[src/rtl/sysctl_pkg.sv]
package sysctl_pkg;

    typedef enum logic [1:0] {
        BUS_IDLE  = 2'd0,
        BUS_WRITE = 2'd1,
        BUS_READ  = 2'd2
    } bus_state_e;

    localparam int DATA_W   = 8;
    localparam int EN_W     = 4;
    localparam int N_ERR    = 2;

    // enable bit positions
    localparam int B_GATE   = 0;
    localparam int B_SPKR   = 1;
    localparam int B_PAR_EN = 2;
    localparam int B_CHK_EN = 3;

    // error latch indexes
    localparam int E_PAR    = 0;
    localparam int E_CHK    = 1;

endpackage

[src/rtl/sysctl_bus_fsm.sv]
module sysctl_bus_fsm
    import sysctl_pkg::*;
#(
    parameter int ADDR_W    = 16,
    parameter logic [ADDR_W-1:0] PORT_ADDR = 16'h0061
) (
    input  logic              clk,
    input  logic              rst_n,
    input  logic              io_cs,
    input  logic [ADDR_W-1:0] io_addr,
    input  logic              io_rd,
    input  logic              io_wr,
    output logic              wr_pulse,
    output logic              rd_sel
);

    bus_state_e state_q, state_d;
    logic       hit;

    assign hit = io_cs && (io_addr == PORT_ADDR);

    always_ff @(posedge clk or negedge rst_n) begin
        if (!rst_n) state_q <= BUS_IDLE;
        else        state_q <= state_d;
    end

    always_comb begin
        state_d = state_q;
        unique case (state_q)
            BUS_IDLE: begin
                if (hit && io_wr)      state_d = BUS_WRITE;
                else if (hit && io_rd) state_d = BUS_READ;
            end
            BUS_WRITE: if (!io_wr) state_d = BUS_IDLE;
            BUS_READ:  if (!io_rd) state_d = BUS_IDLE;
            default:   state_d = BUS_IDLE;
        endcase
    end

    always_comb begin
        wr_pulse = 1'b0;
        unique case (state_q)
            BUS_IDLE:  wr_pulse = hit && io_wr;
            BUS_WRITE: wr_pulse = 1'b0;
            BUS_READ:  wr_pulse = 1'b0;
            default:   wr_pulse = 1'b0;
        endcase
        rd_sel = hit && io_rd;
    end

    // a commit is never followed by another commit on the next edge
    p_single_commit_r3: assert property (@(posedge clk) disable iff (!rst_n)
        wr_pulse |=> !wr_pulse)
        else $error("R3 commit repeated");

    // no commit without a decoded hit
    p_decode_only_r1: assert property (@(posedge clk) disable iff (!rst_n)
        !(io_cs && io_addr == PORT_ADDR) |-> !wr_pulse)
        else $error("R1 undecoded commit");

endmodule

[src/rtl/sysctl_err_latch.sv]
module sysctl_err_latch (
    input  logic clk,
    input  logic rst_n,
    input  logic en_next,
    input  logic err_i,
    output logic flag_o
);

    always_ff @(posedge clk or negedge rst_n) begin
        if (!rst_n)        flag_o <= 1'b0;
        else if (!en_next) flag_o <= 1'b0;
        else if (err_i)    flag_o <= 1'b1;
    end

    // a disabled latch reads 0 on the next edge
    p_clear_wins_r8: assert property (@(posedge clk) disable iff (!rst_n)
        !en_next |=> !flag_o)
        else $error("R8 latch not cleared");

    // an enabled error is captured
    p_capture_r6: assert property (@(posedge clk) disable iff (!rst_n)
        (en_next && err_i) |=> flag_o)
        else $error("R6 error not captured");

    // a set latch stays set while enabled
    p_sticky_r6: assert property (@(posedge clk) disable iff (!rst_n)
        (flag_o && en_next) |=> flag_o)
        else $error("R6 latch dropped");

endmodule

[src/rtl/sysctl_refresh_tog.sv]
module sysctl_refresh_tog (
    input  logic clk,
    input  logic rst_n,
    input  logic req_i,
    output logic tog_o
);

    logic req_q;
    logic req_rise;

    assign req_rise = req_i && !req_q;

    always_ff @(posedge clk or negedge rst_n) begin
        if (!rst_n) begin
            req_q <= 1'b0;
            tog_o <= 1'b0;
        end else begin
            req_q <= req_i;
            if (req_rise) tog_o <= !tog_o;
        end
    end

    // a held request flips the toggle at most once
    p_held_stable_r5: assert property (@(posedge clk) disable iff (!rst_n)
        (req_i && $past(req_i)) |=> $stable(tog_o))
        else $error("R5 toggle on held request");

    // the toggle flips after a new request
    p_flip_r5: assert property (@(posedge clk) disable iff (!rst_n)
        req_rise |=> (tog_o != $past(tog_o)))
        else $error("R5 toggle missed");

endmodule

[src/rtl/sysctl_port.sv]
module sysctl_port
    import sysctl_pkg::*;
#(
    parameter int ADDR_W = 16,
    parameter logic [ADDR_W-1:0] PORT_ADDR = 16'h0061
) (
    input  logic              clk,
    input  logic              rst_n,
    input  logic              io_cs,
    input  logic [ADDR_W-1:0] io_addr,
    input  logic              io_rd,
    input  logic              io_wr,
    input  logic [7:0]        io_wdata,
    output logic [7:0]        io_rdata,
    input  logic              tmr2_out_i,
    input  logic              refresh_req_i,
    input  logic              parity_err_i,
    input  logic              chan_err_i,
    output logic              tmr2_gate_o,
    output logic              spkr_o,
    output logic              nmi_req_o
);

    logic            wr_pulse;
    logic            rd_sel;
    logic [EN_W-1:0] en_q;
    logic [EN_W-1:0] en_d;
    logic [N_ERR-1:0] err_in;
    logic [N_ERR-1:0] err_en;
    logic [N_ERR-1:0] err_flag;
    logic            tog;
    logic            unused_hi;

    assign unused_hi = ^io_wdata[DATA_W-1:EN_W];

    sysctl_bus_fsm #(
        .ADDR_W    (ADDR_W),
        .PORT_ADDR (PORT_ADDR)
    ) u_fsm (
        .clk      (clk),
        .rst_n    (rst_n),
        .io_cs    (io_cs),
        .io_addr  (io_addr),
        .io_rd    (io_rd),
        .io_wr    (io_wr),
        .wr_pulse (wr_pulse),
        .rd_sel   (rd_sel)
    );

    assign en_d = wr_pulse ? io_wdata[EN_W-1:0] : en_q;

    always_ff @(posedge clk or negedge rst_n) begin
        if (!rst_n) en_q <= '0;
        else        en_q <= en_d;
    end

    assign err_in[E_PAR] = parity_err_i;
    assign err_in[E_CHK] = chan_err_i;
    assign err_en[E_PAR] = en_d[B_PAR_EN];
    assign err_en[E_CHK] = en_d[B_CHK_EN];

    for (genvar g = 0; g < N_ERR; g++) begin : g_err
        sysctl_err_latch u_latch (
            .clk     (clk),
            .rst_n   (rst_n),
            .en_next (err_en[g]),
            .err_i   (err_in[g]),
            .flag_o  (err_flag[g])
        );
    end

    sysctl_refresh_tog u_tog (
        .clk   (clk),
        .rst_n (rst_n),
        .req_i (refresh_req_i),
        .tog_o (tog)
    );

    always_comb begin
        io_rdata = '0;
        if (rd_sel)
            io_rdata = {err_flag[E_PAR], err_flag[E_CHK], tmr2_out_i, tog, en_q};
    end

    assign tmr2_gate_o = en_q[B_GATE];
    assign spkr_o      = tmr2_out_i && en_q[B_SPKR];
    assign nmi_req_o   = |err_flag;

    // speaker is never driven while the timer output is low
    p_spkr_needs_tmr_r4: assert property (@(posedge clk) disable iff (!rst_n)
        spkr_o |-> tmr2_out_i)
        else $error("R4 speaker without timer");

    // stored enables change only on a commit
    p_hold_r2: assert property (@(posedge clk) disable iff (!rst_n)
        !wr_pulse |=> $stable(en_q))
        else $error("R2 enables changed without write");

    // NMI request follows the latches
    p_nmi_r9: assert property (@(posedge clk) disable iff (!rst_n)
        nmi_req_o |-> (err_flag != '0))
        else $error("R9 spurious NMI");

endmodule

[config.mk]
export PLATFORM = sky130hd
export DESIGN_NAME = sysctl_port
export DESIGN_NICKNAME = d
export VERILOG_FILES = /design/src/rtl/sysctl_pkg.sv /design/src/rtl/sysctl_bus_fsm.sv /design/src/rtl/sysctl_err_latch.sv /design/src/rtl/sysctl_refresh_tog.sv /design/src/rtl/sysctl_port.sv
export SDC_FILE = /design/constraint.sdc
export NUM_CORES = 1
export LEC_CHECK = 0
export BUFFER_PORTS_ARGS = -buffer_cell sky130_fd_sc_hd__buf_2
export CAP_MARGIN = 20
export CORE_AREA = 5 5 43 45
export DETAILED_ROUTE_END_ITERATION = 8
export DIE_AREA = 0 0 48 50
export PLACE_DENSITY_LB_ADDON = 0.12
export SYNTH_ARGS = -nofsm -noshare
export SYNTH_HDL_FRONTEND = slang
export SYNTH_HIERARCHICAL = 1
export SYNTH_SLANG_ARGS = --single-unit
[constraint.sdc]
create_clock -name clk -period 4.45 [get_ports clk]
set_input_delay 0.445 -clock clk [delete_from_list [all_inputs] [get_ports clk]]
set_output_delay 0.445 -clock clk [all_outputs]
set_load 0.02 [all_outputs]
-- Word level (Yosys, flattened, before mapping)
Cells that the tools add are included.
- input bits: 33
- bits in registers: 10
- word-level logic and storage cells: 37
- reduce and logical (&&, ||, !) cells: 10
- eq/ne operators: 8
- multiplexer cells: 12
- operators by type and width (cell ; number):
    $eq 16x7->1 const B ; 1
    $mux 2 ; 4
    $mux 8 ; 1
    $ne 2x2->1 const B ; 4
    $pmux 2 s3 ; 1
    $logic_and 1x1->1 ; 5
    $mux 1 ; 5
    $mux 4 ; 1
    $ne 3x2->1 const B ; 1
    $reduce_and 3->1 ; 1
    $eq 2x1->1 const B ; 1
    $eq 2x2->1 const B ; 1
    $logic_not 1->1 ; 2
    $logic_not 2->1 ; 1
    $reduce_or 2->1 ; 1

-- Depth between registers and ports, before layout
Gate-level depths: netlist of the first run.
- depth in word-level cells: 6
- depth in mapped cells: 5

-- By module
Netlist of the first run, hierarchy kept.
- by module, submodules not included (module ; cells an instance ; times used ; area each (sq um)):
    sysctl_port ; 18 ; 1 ; 207.7
    sysctl_bus_fsm ; 17 ; 1 ; 170.2
    sysctl_refresh_tog ; 4 ; 1 ; 80.1
    sysctl_err_latch ; 2 ; 2 ; 32.5

-- Least setup slack after synthesis of the first run
No wires, ideal clock.
- kind: input to output
- from: in io_addr[9]
- to: out io_rdata[0]
- arrival: 1.557 ns
- stages: 4
- setup slack: 2.448 ns
- cell sequence: nor4b_2 -> nand4b_1 -> nor3_1 -> and2_1
- cells in the longest elaborated chain, start to end: 4
- RTL lines (item ; RTL line ; source):
    start, declared ; sysctl_port.sv:10 ; input logic [ADDR_W-1:0] io_addr,
    $eq 16x7->1 ; sysctl_bus_fsm.sv:20 ; assign hit = io_cs && (io_addr == PORT_ADDR);
    $logic_and 1x1->1 ; sysctl_bus_fsm.sv:20 ;
    $logic_and 1x1->1 ; sysctl_bus_fsm.sv:48 ; rd_sel = hit && io_rd;
    net rd_sel ; sysctl_port.sv:25 ; logic rd_sel;
    $mux 8 ; sysctl_port.sv:81 ; if (rd_sel)
    end, declared ; sysctl_port.sv:14 ; output logic [7:0] io_rdata,
The timed path passes the listed nets, and every way through them passes these cells.

-- Worst setup path after layout of the first run
- from: in io_addr[3]
- to: out io_rdata[2]
Same word-level chain as after synthesis.

==> flow_summary_export.csv, run 1 <==
group,metric,value,unit
final_layout,antennaDiodeCount,0,
routing,viasPerCell,4.822,
sta,fin_worst_skew,0.002457,ns
cts,path_clk_slew,0.06,ns
sta,fmax,404.6,MHz
sta,setup_ws,1.979,ns
cts,htreeDepth,1,
global_route,antenna_found_initial,0,
routing,avgRoutedWirePerCell,12.08,um
sta,relSlewSlack,0.5408,
cts,postCtsHoldBufs,0,
setup_path,cpMaxStageDelayCell,"nor3_1",
final_layout,nFillCells,134,
sta,rsz0062_at_grt,"no",
place,dp_slack,1.911,ns
routing,via_count,487,
yosys,syn_inst,43,
setup_path,worstPathArrival,2.03,ns
routing,drc,0,
sta,fin_crit,2.471,ns
routing,firstDrtPassIters,4,
setup_path,critical_path.startpoint,"io_addr[3]",
global_route,grt.overflow.total,0,
setup_path,crit_required,4.01,ns
final_layout,fin_util,0.5296,
cts,cts_resized,0,
routing,wirelength,1220,um
sta,finalSetupViolCount,0,
sta,final_max_slew_viol_count,0,
power_and_ir_drop,p_clk_frac,0.307,
setup_path,crit_buf_inv,2,
setup_path,cp_top_family,"simple AND/OR/NAND/NOR gates",
sta,finalSetupTns,0,ns
place,place_hpwl,1097,um
final_layout,finish.net_count,120,
power_and_ir_drop,leakagePower,0.4238,nW
yosys,seq_area_frac_synth,0.4785,
final_layout,layout_commonest_cell,"buf_2",
floorplan,ios,44,
sta,max_slew.worst_pin.slew,0.6836,ns
setup_path,worstSetupEndpointType,"primary output",
cts,cts-buffers-inserted,3,
cts,cts.path.max_buffers,2,
global_route,grt_pass1_wl,1980,um
floorplan,dieWidth,48,um
global_route,met2_usage,0.1850,
floorplan,die-area,2400,um^2
routing,ant_nets,0,
cts,clk_latency,0.25,ns
setup_path,cp-start-kind,"input pin",
setup_path,critical_path_class,"in -> out",
power_and_ir_drop,pwr_density_cell,240.7,nW/um^2
worst_hold_path,worst_hold_path_type,"in -> async",
flow_run,cap_violations,0,
power_and_ir_drop,p_switching,0.03893,mW
setup_path,path_cells,"buf_2, nor4b_2, nand4b_1, nor3_1, and2_1, buf_2",
setup_path,critPathMaxFanout,8,
sta,finalCritPeriodShare,0.5554,
setup_path,rr_startpoint,"u_fsm/state_q[1]$_DFFE_PN0P_",
power_and_ir_drop,p_sw_frac,0.2126,
cts,cts_tree,"yes",
final_layout,layout_common_cells,"buf_2 (39), dfrtp_1 (10), and2_1 (9)",
power_and_ir_drop,peakVddDrop,0.1705,mV
cts,cts_sinks,10,
final_layout,layout-drive-gt1-share,0.5529,
setup_path,max_stage_delay,0.62,ns
global_route,grt_max_degree,11,
yosys,yosys_warnings,6,
place,place.gp.congestion,0.7170,
cts,root_buffer,"clkbuf_4",
floorplan,start_util,0.3641,
yosys,synth-seq-cells,10,
power_and_ir_drop,power.share.sequential,0.550,
floorplan,rows,14,
yosys,synth.cell_area,523.0,um^2
yosys,synth.distinct_cells,18,
global_route,busiest_layer,"met2",
sta,hold_viol_final,0,
place,port_buffers,39,
final_layout,final_cells,101,
power_and_ir_drop,pwr-share-comb,0.143,
yosys,synth_nets,76,
yosys,syn_area_per_cell,12.16,um^2
cts,cts_setup_buffers,0,
floorplan,core-area,1436,um^2
status,status,"complete, no violations",
global_route,grt_pass1_vias,511,
power_and_ir_drop,internal-power,0.1442,mW
setup_path,crit_path_frequent_cell,"buf_2",
final_layout,area_delta_synth_final,45.45,%
global_route,use_met3,0.04000,
place,placed_area,738.2,um^2
global_route,grt_usage,0.1144,
routing,drt-initial-drc-count,3,
floorplan,die-height,50,um
global_route,grt_util_met1,0.1409,
final_layout,fin_area,760.7,um^2
place,dp.cells,98,
[synth_stat cells]
| library cell | instances | area share |
|---|---|---|
| inv_1 | 1 | 0.0072 |
| nor4_2 | 1 | 0.024 |
| nand2b_1 | 1 | 0.012 |
| nand2_1 | 1 | 0.0072 |
| o21a_1 | 2 | 0.029 |
| or3_1 | 1 | 0.012 |
| nand4b_1 | 1 | 0.017 |
| and2_1 | 9 | 0.11 |
| nor4b_1 | 1 | 0.017 |
| dfrtp_1 | 10 | 0.48 |
| nor3_1 | 2 | 0.019 |
| nand2b_4 | 1 | 0.026 |
| or2_1 | 1 | 0.012 |
| mux2_1 | 4 | 0.086 |
| o31ai_1 | 2 | 0.029 |
| nand3b_1 | 2 | 0.029 |
| xnor2_2 | 1 | 0.031 |
| nor4b_2 | 2 | 0.057 |
[registers in the layout, summed over array words and instances (netlist names)]
signal,flops
u_tog/tog_o,1
en_q,4
g_err.u_latch/flag_o,2
u_fsm/state_q,2
u_tog/req_q,1
[worst register-to-register path, cell delays in order, from the launching register on]
cell and delay, ns:
dfrtp_1 0.39, nand2b_1 0.17, nor4_2 0.40, mux2_1 0.40, o21a_1 0.12
[per-layer routing]
| metal | vias up | wire length, um |
|---|---|---|
| met3 | 0 | 198 |
| li1 | 238 | - |
| met5 | - | 0 |
| met1 | 214 | 469 |
| met2 | 35 | 552 |
| met4 | 0 | 0 |
[power by group through the flow]
stage          Combinational (mW)  Clock [mW]  Sequential [mW]
3_3_place_gp               0.0251           0            0.103
5_1_grt                    0.0287      0.0651            0.102
2_1_floorplan              0.0105           0            0.102
6_report                   0.0263      0.0562            0.101
3_5_place_dp               0.0264           0            0.103
4_1_cts                    0.0267      0.0595            0.101
[through the flow]
stage | power, mW | hold slack [ns]
floorplan | 0.1123 | 0.1494
global placement | 0.1278 | 0.3142
detailed placement | 0.1290 | 0.3124
CTS | 0.1870 | 0.03415
global route | 0.1954 | 0.04082
finish | 0.1831 | 0.03693
[worst paths after layout]
check / endpoint / slack (ns) / depth (start not counted)
min in group clk: u_tog/req_q$_DFF_PN0_ / 0.35 / 1
max reg2reg: g_err[1].u_latch/flag_o$_DFFE_PN0P_ / 2.86 / 4
max: io_rdata[2] / 1.98 / 6
min reg2reg: g_err[0].u_latch/flag_o$_DFFE_PN0P_ / 0.49 / 1
max in group asynchronous: en_q[1]$_DFFE_PN0P_ / 4.23 / 1
min: u_fsm/state_q[1]$_DFFE_PN0P_ / 0.04 / 1
[layout make-up]
type	count	area, um^2	area share
Tap cell	16	20.02	0.02632
Inverter	1	3.754	0.004934
Sequential cell	10	250.2	0.3289
Multi-Input combinational cell	32	269.0	0.3536
Clock buffer	3	22.52	0.02961
Timing Repair Buffer	39	195.2	0.2566
[kinds of logic after synthesis]
kind of cell,count (synthesis),synth area share
mux,4,0.08612
compound gates,4,0.05740
buf+inv,1,0.007170
flops,10,0.4785
xor+xnor,1,0.03111
simple gates,23,0.3397
Power figures use the tool's default switching activity.
==> run 2, diff against run 1 <==
--- a/config.mk
+++ b/config.mk
@@ -7,9 +7,9 @@
 export LEC_CHECK = 0
 export BUFFER_PORTS_ARGS = -buffer_cell sky130_fd_sc_hd__buf_2
 export CAP_MARGIN = 20
-export CORE_AREA = 5 5 43 45
+export CORE_AREA = 5 5 45 47
 export DETAILED_ROUTE_END_ITERATION = 8
-export DIE_AREA = 0 0 48 50
+export DIE_AREA = 0 0 50 52
 export PLACE_DENSITY_LB_ADDON = 0.12
 export SYNTH_ARGS = -nofsm -noshare
 export SYNTH_HDL_FRONTEND = slang
==> constraint.sdc (replaced) <==
create_clock -name clk -period 2.4 [get_ports clk]
set_input_delay 0.24 -clock clk [delete_from_list [all_inputs] [get_ports clk]]
set_output_delay 0.24 -clock clk [all_outputs]
set_load 0.02 [all_outputs]
==> run 2 against run 1 <==
  * Clock power rose to 2.6 times the previous value
  * Register-to-register slack got worse by 2.1 ns
  * First-iteration DRC count grew 33%
  * Clock skew down 0.0024 ns
  * Routed wire length decreased by 2.6%
  * Setup slack worse by 1.3 ns
  * Core utilization fell by 3.8 points
  * Sequential share of layout area shrank 1.3 points
  * Worst hold slack better by 0.097 ns
  * Critical endpoint unchanged
==> flow_summary_export.csv, run 2 (same netlist as run 1, synthesis figures left out) <==
group,metric,value,unit
status,status,"complete, no violations",
routing,via_count,493,
final_layout,largest_register_ffs,4,
cts,cts-buffers-inserted,3,
routing,wirelength,1188,um
cts,cts_tree,"yes",
global_route,antenna_found_initial,0,
power_and_ir_drop,leakagePower,0.4407,nW
sta,hold_viol_final,0,
setup_path,rr_worst_depth,4,
sta,rsz0062_at_grt,"no",
final_layout,finish.net_count,122,
global_route,grt_max_degree,11,
routing,drc,0,
sta,final_max_slew_viol_count,0,
setup_path,critical_path.startpoint,"io_addr[9]",
floorplan,core-area,1614,um^2
power_and_ir_drop,pwr_density_cell,480.8,nW/um^2
sta,relSlewSlack,0.6422,
setup_path,cp-start-kind,"input pin",
routing,ant_nets,0,
worst_hold_path,worst_hold_path_type,"in -> reg",
setup_path,worstSetupEndpointType,"primary output",
sta,fin_worst_skew,0.00007969,ns
place,port_buffers,39,
final_layout,layout_commonest_cell,"buf_2",
setup_path,critical_path_class,"in -> out",
global_route,use_met3,0.04298,
cts,cts_setup_buffers,0,
setup_path,path_cells,"buf_2, nor4b_2, nand4b_1, nor3_1, buf_4, and2_1, buf_2",
final_layout,area_delta_synth_final,51.67,%
routing,viasPerCell,4.695,
cts,root_buffer,"clkbuf_4",
sta,max_slew.worst_pin.slew,0.5323,ns
final_layout,antennaDiodeCount,0,
power_and_ir_drop,peakVddDrop,0.3225,mV
place,placed_area,747.0,um^2
setup_path,crit_required,2.16,ns
cts,path_clk_slew,0.06,ns
floorplan,ios,44,
floorplan,start_util,0.3240,
cts,cts.path.max_buffers,2,
floorplan,die-area,2600,um^2
setup_path,rr_startpoint,"u_fsm/state_q[1]$_DFFE_PN0P_",
flow_run,cap_violations,0,
floorplan,dieWidth,50,um
global_route,busiest_layer,"met1",
global_route,met2_usage,0.1297,
worst_hold_path,hold_depth,1,
final_layout,top_register,"en_q",
sta,fmax,574.7,MHz
setup_path,critPathMaxFanout,8,
setup_path,worstPathArrival,1.50,ns
sta,finalCritPeriodShare,0.7251,
final_layout,fin_area,793.3,um^2
cts,clk_latency,0.25,ns
setup_path,cpMaxStageDelayCell,"nor4b_2",
setup_path,max_stage_delay,0.25,ns
global_route,grt.overflow.total,0,
routing,avgRoutedWirePerCell,11.31,um
cts,postCtsHoldBufs,1,
sta,finalSetupTns,0,ns
cts,cts_sinks,10,
power_and_ir_drop,power,0.3814,mW
final_layout,nFillCells,162,
routing,drt-initial-drc-count,4,
sta,finalSetupViolCount,0,
sta,fin_crit,1.740,ns
global_route,grt_util_met1,0.1327,
cts,cts_resized,0,
global_route,grt_pass1_vias,471,
global_route,grt_pass1_wl,1938,um
worst_hold_path,hp-start,"refresh_req_i",
place,place.gp.congestion,0.6586,
final_layout,layout-drive-gt1-share,0.5568,
place,place_hpwl,1049,um
routing,firstDrtPassIters,2,
final_layout,top_regs,"en_q: 4 flops, g_err.u_latch/flag_o: 2 flops, u_fsm/state_q: 2 flops",
global_route,grt_usage,0.09321,
cts,htreeDepth,1,
floorplan,rows,15,
floorplan,die-height,52,um
setup_path,crit_path_frequent_cell,"buf_2",
final_layout,layout_common_cells,"buf_2 (39), dfrtp_1 (10), and2_1 (9)",
-- run 2: cell count changes in the layout (fill, tap and decap cells not counted) --
cell and delta:
buf_4 +1, clkbuf_8 +1, dlygate4sd3_1 +1
-- run 2: worst paths after layout --
check	endpoint	slack (ns)
hold reg to reg	g_err[0].u_latch/flag_o$_DFFE_PN0P_	0.49
setup / recovery	io_rdata[2]	0.66
max in group asynchronous	u_tog/req_q$_DFF_PN0_	1.85
setup reg to reg	g_err[1].u_latch/flag_o$_DFFE_PN0P_	0.81
min in group asynchronous	g_err[1].u_latch/flag_o$_DFFE_PN0P_	0.36
hold / removal	u_tog/req_q$_DFF_PN0_	0.13
-- run 2: per-layer routing --
metal  wire, um  up-vias
met5          0        -
met4          0        0
met3        183        0
met2        498       34
met1        506      214
li1           -      245
-- run 2: critical path: cells and delay by family --
family | cells | cell delay, ns
and+or+nand+nor | 4 | 0.83
buffers and inverters | 3 | 0.43
-- run 2: cell type report --
type                            instances  area [um^2]  share of cell area
Multi-Input combinational cell         32        269.0              0.3391
Sequential cell                        10        250.2              0.3155
Timing Repair Buffer                   41        212.7              0.2681
Clock buffer                            4        36.28             0.04574
Tap cell                               17        21.27             0.02681
Inverter                                1        3.754            0.004732
-- run 2: per-stage QoR --
step / setup WS, ns / util / cells / hold slack [ns]
CTS: 0.6213 / 0.4915 / 105 / 0.1248
floorplan: 0.6943 / - / 43 / -0.05559
detailed placement: 0.3630 / 0.4628 / 100 / 0.1104
finish: 0.6598 / 0.4915 / 105 / 0.1344
global placement: 0.3755 / 0.4628 / 100 / 0.1100
global route: 0.4606 / 0.4915 / 105 / 0.1288
-- run 2: report_power, final --
part	total (mW)	internal, mW	switching [mW]
registers	0.187	0.178	0.00900
logic	0.0481	0.0327	0.0154
clock network	0.146	0.0919	0.0543
==> run 3, diff against run 2 <==
--- a/config.mk
+++ b/config.mk
@@ -5,11 +5,12 @@
 export SDC_FILE = /design/constraint.sdc
 export NUM_CORES = 1
 export LEC_CHECK = 0
+export ABC_AREA = 1
 export BUFFER_PORTS_ARGS = -buffer_cell sky130_fd_sc_hd__buf_2
 export CAP_MARGIN = 20
-export CORE_AREA = 5 5 45 47
+export CORE_AREA = 5 5 48 50
 export DETAILED_ROUTE_END_ITERATION = 8
-export DIE_AREA = 0 0 50 52
+export DIE_AREA = 0 0 53 55
 export PLACE_DENSITY_LB_ADDON = 0.12
 export SYNTH_ARGS = -nofsm -noshare
 export SYNTH_HDL_FRONTEND = slang
==> constraint.sdc (replaced) <==
create_clock -name clk -period 1.56 [get_ports clk]
set_input_delay 0.156 -clock clk [delete_from_list [all_inputs] [get_ports clk]]
set_output_delay 0.156 -clock clk [all_outputs]
set_load 0.02 [all_outputs]
==> run 3 against run 2 <==
  * Area after synthesis grew 9.8%
  * Global-route usage grew 1.9 points
  * Setup slack lost 0.50 ns
  * Combinational power grew 67%
  * Sequential share of layout area shrank 2.5 points
  * Final area grew 8.7%
  * Worst hold slack lost 0.11 ns
  * Die area grew 12%
  * Clock power grew 56%
  * Largest power group unchanged
  * Critical path depth grew 2
  * First-iteration DRC count grew to 3.5 times the previous value
==> flow_summary_export.csv, run 3 <==
group,metric,value,unit
status,status,"complete, no violations",
sta,hold_viol_final,0,
floorplan,dieWidth,53,um
final_layout,top_regs,"en_q: 4 flops, g_err.u_latch/flag_o: 2 flops, u_fsm/state_q: 2 flops",
power_and_ir_drop,pwr-share-comb,0.138,
yosys,synth_nets,120,
routing,drc,0,
final_layout,final-seq-area,250.2,um^2
global_route,antenna_found_initial,0,
power_and_ir_drop,peakVddDrop,0.6243,mV
yosys,yosysTopAreaCellShare,0.4357,
floorplan,rows,16,
final_layout,area_delta_synth_final,50.11,%
place,dp.cells,153,
place,place.gp.congestion,0.7127,
cts,htreeDepth,1,
power_and_ir_drop,leakagePower,0.5942,nW
power_and_ir_drop,pwr_density_cell,676.1,nW/um^2
yosys,synth_area_leaders,"dfrtp_1 (44%), nand2_1 (21%), inv_1 (13%)",
cts,cts_tree,"yes",
power_and_ir_drop,power.share.sequential,0.471,
cts,cts.path.max_buffers,2,
cts,clk_latency,0.26,ns
routing,ant_nets,0,
cts,cts_setup_buffers,0,
place,dp_slack,0.1054,ns
setup_path,cpMaxStageDelayCell,"dfrtp_1",
sta,fmax,713.9,MHz
yosys,synth-seq-cells,10,
floorplan,die-height,55,um
final_layout,finish.net_count,165,
sta,final_max_slew_viol_count,0,
sta,setup_ws,0.1592,ns
global_route,grt_usage,0.1126,
routing,wirelength,1456,um
setup_path,worstPathArrival,1.56,ns
yosys,synth.distinct_cells,13,
setup_path,critPathMaxFanout,5,
yosys,synth-edff-count,0,
floorplan,core-area,1862,um^2
global_route,grt_max_degree,11,
final_layout,layout_common_cells,"buf_2 (39), nand2_1 (32), inv_1 (19)",
yosys,yosysMostFrequentCell,"nand2_1",
sta,max_slew.worst_pin.slew,0.2258,ns
final_layout,multi_input_area,254.0,um^2
floorplan,ios,44,
global_route,grt_pass1_vias,619,
power_and_ir_drop,p_clk_frac,0.391,
cts,root_buffer,"clkbuf_4",
power_and_ir_drop,p_switching,0.1293,mW
final_layout,final_cells,158,
sta,fin_worst_skew,0.003765,ns
power_and_ir_drop,internal-power,0.4535,mW
setup_path,worstSetupEndpointType,"flop",
final_layout,largest_register_ffs,4,
setup_path,crit_buf_inv,3,
final_layout,layout-drive-gt1-share,0.3893,
routing,drt-initial-drc-count,14,
global_route,grt_pass1_wl,2352,um
yosys,synthTopCellsByCount,"nand2_1 (32), inv_1 (20), nor2_1 (11)",
setup_path,critical_path_class,"reg -> reg",
place,place_hpwl,1180,um
setup_path,cp_top_family,"simple AND/OR/NAND/NOR gates",
final_layout,nFillCells,222,
yosys,syn_inst,87,
floorplan,start_util,0.3085,
routing,viasPerCell,4.076,
final_layout,antennaDiodeCount,0,
cts,cts_sinks,10,
floorplan,die-area,2915,um^2
routing,firstDrtPassIters,4,
yosys,synthArstFlopShare,1.000,
routing,via_count,644,
setup_path,cp-start-kind,"flop",
cts,path_clk_slew,0.07,ns
worst_hold_path,worst_hold_path_type,"in -> reg",
place,port_buffers,39,
sta,relSlewSlack,0.8479,
sta,hold_ws,0.02878,ns
flow_run,cap_violations,0,
setup_path,max_stage_delay,0.38,ns
sta,finalCritPeriodShare,0.8980,
final_layout,top_register,"en_q",
global_route,grt.overflow.total,0,
yosys,yosys.area.top_type,"dfrtp_1",
sta,fin_crit,1.401,ns
sta,finalSetupViolCount,0,
power_and_ir_drop,p_sw_frac,0.2218,
sta,finalSetupTns,0,ns
yosys,ys.flop_type,"dfrtp_1",
final_layout,layout_commonest_cell,"buf_2",
sta,rsz0062_at_grt,"no",
routing,avgRoutedWirePerCell,9.215,um
setup_path,crit_required,1.72,ns
yosys,synth.cell_area,574.3,um^2
cts,cts-buffers-inserted,3,
yosys,seq_area_frac_synth,0.4357,
setup_path,path_cells,"or2_4, nor2_2, nand3_2, inv_2, inv_1, nand2_1, nand2_1, inv_1, nor2_1",
yosys,syn_area_per_cell,6.601,um^2
yosys,yosys_warnings,6,
[run 3: repair_timing]
item	in CTS	in global routing
endpoints found under the hold margin	10	0
resized for setup	0	4
setup endpoints to repair	0	2
hold buffers	1	0
[run 3: cell type report]
cell class	count	share of cell area
flip-flops and latches	10	0.2903
clock buffers	4	0.04209
multi-input cells	56	0.2946
inverters	20	0.08708
well taps	27	0.03919
repair buffers	41	0.2467
[run 3: through the flow]
step                      total power [mW]  instance area (um^2)  utilization
after CTS                           0.5934                 852.1       0.4577
after floorplan                     0.3084                 574.3            -
final                               0.5828                 862.1       0.4630
after global routing                0.6228                 862.1       0.4630
after global placement              0.3521                 805.8       0.4328
after detailed placement            0.3541                 805.8       0.4328
[run 3: layer usage]
metal | GRT usage | vias up | wire length (um)
met5 | 0 | - | 0
met3 | 0.05094 | 0 | 120
li1 | - | 337 | -
met4 | 0.02553 | 0 | 0
met2 | 0.2252 | 17 | 806
met1 | 0.1034 | 290 | 529
[run 3: path summary, 6_finish.rpt]
| path | start | to | slack (ns) | depth (start not counted) |
|---|---|---|---|---|
| setup / recovery | u_fsm/state_q[1]$_DFFE_PN0P_ | g_err[0].u_latch/flag_o$_DFFE_PN0P_ | 0.16 | 9 |
| max in group asynchronous | rst_n | g_err[1].u_latch/flag_o$_DFFE_PN0P_ | 1.08 | 2 |
| setup reg to reg | u_fsm/state_q[1]$_DFFE_PN0P_ | g_err[0].u_latch/flag_o$_DFFE_PN0P_ | 0.16 | 9 |
| min in group asynchronous | rst_n | en_q[3]$_DFF_PN0_ | 0.28 | 2 |
| hold reg to reg | en_q[3]$_DFF_PN0_ | en_q[3]$_DFF_PN0_ | 0.49 | 2 |
| hold / removal | refresh_req_i | u_tog/req_q$_DFF_PN0_ | 0.03 | 1 |
[run 3: logic make-up (layout without fill, tap and decap cells)]
kind of cell | count (synthesis) | after routing | synth area share
simple gates | 54 | 54 | 0.4074
flops | 10 | 10 | 0.4357
buf+inv | 21 | 65 | 0.1394
compound gates | 2 | 2 | 0.01741
[run 3: worst reg2reg max path: cells and delay by family (launching register included)]
family / cells / cell delay (ns)
and+or+nand+nor: 6 / 0.67
DFF: 1 / 0.38
buffers and inverters: 3 / 0.25
[run 3: power by group through the flow]
stage                     sequential [mW]  clock [mW]  combinational, mW
after CTS                           0.274       0.242             0.0771
final                               0.274       0.228             0.0805
after floorplan                     0.278           0             0.0306
after detailed placement            0.279           0             0.0752
after global routing                0.277       0.254             0.0922
after global placement              0.279           0             0.0731
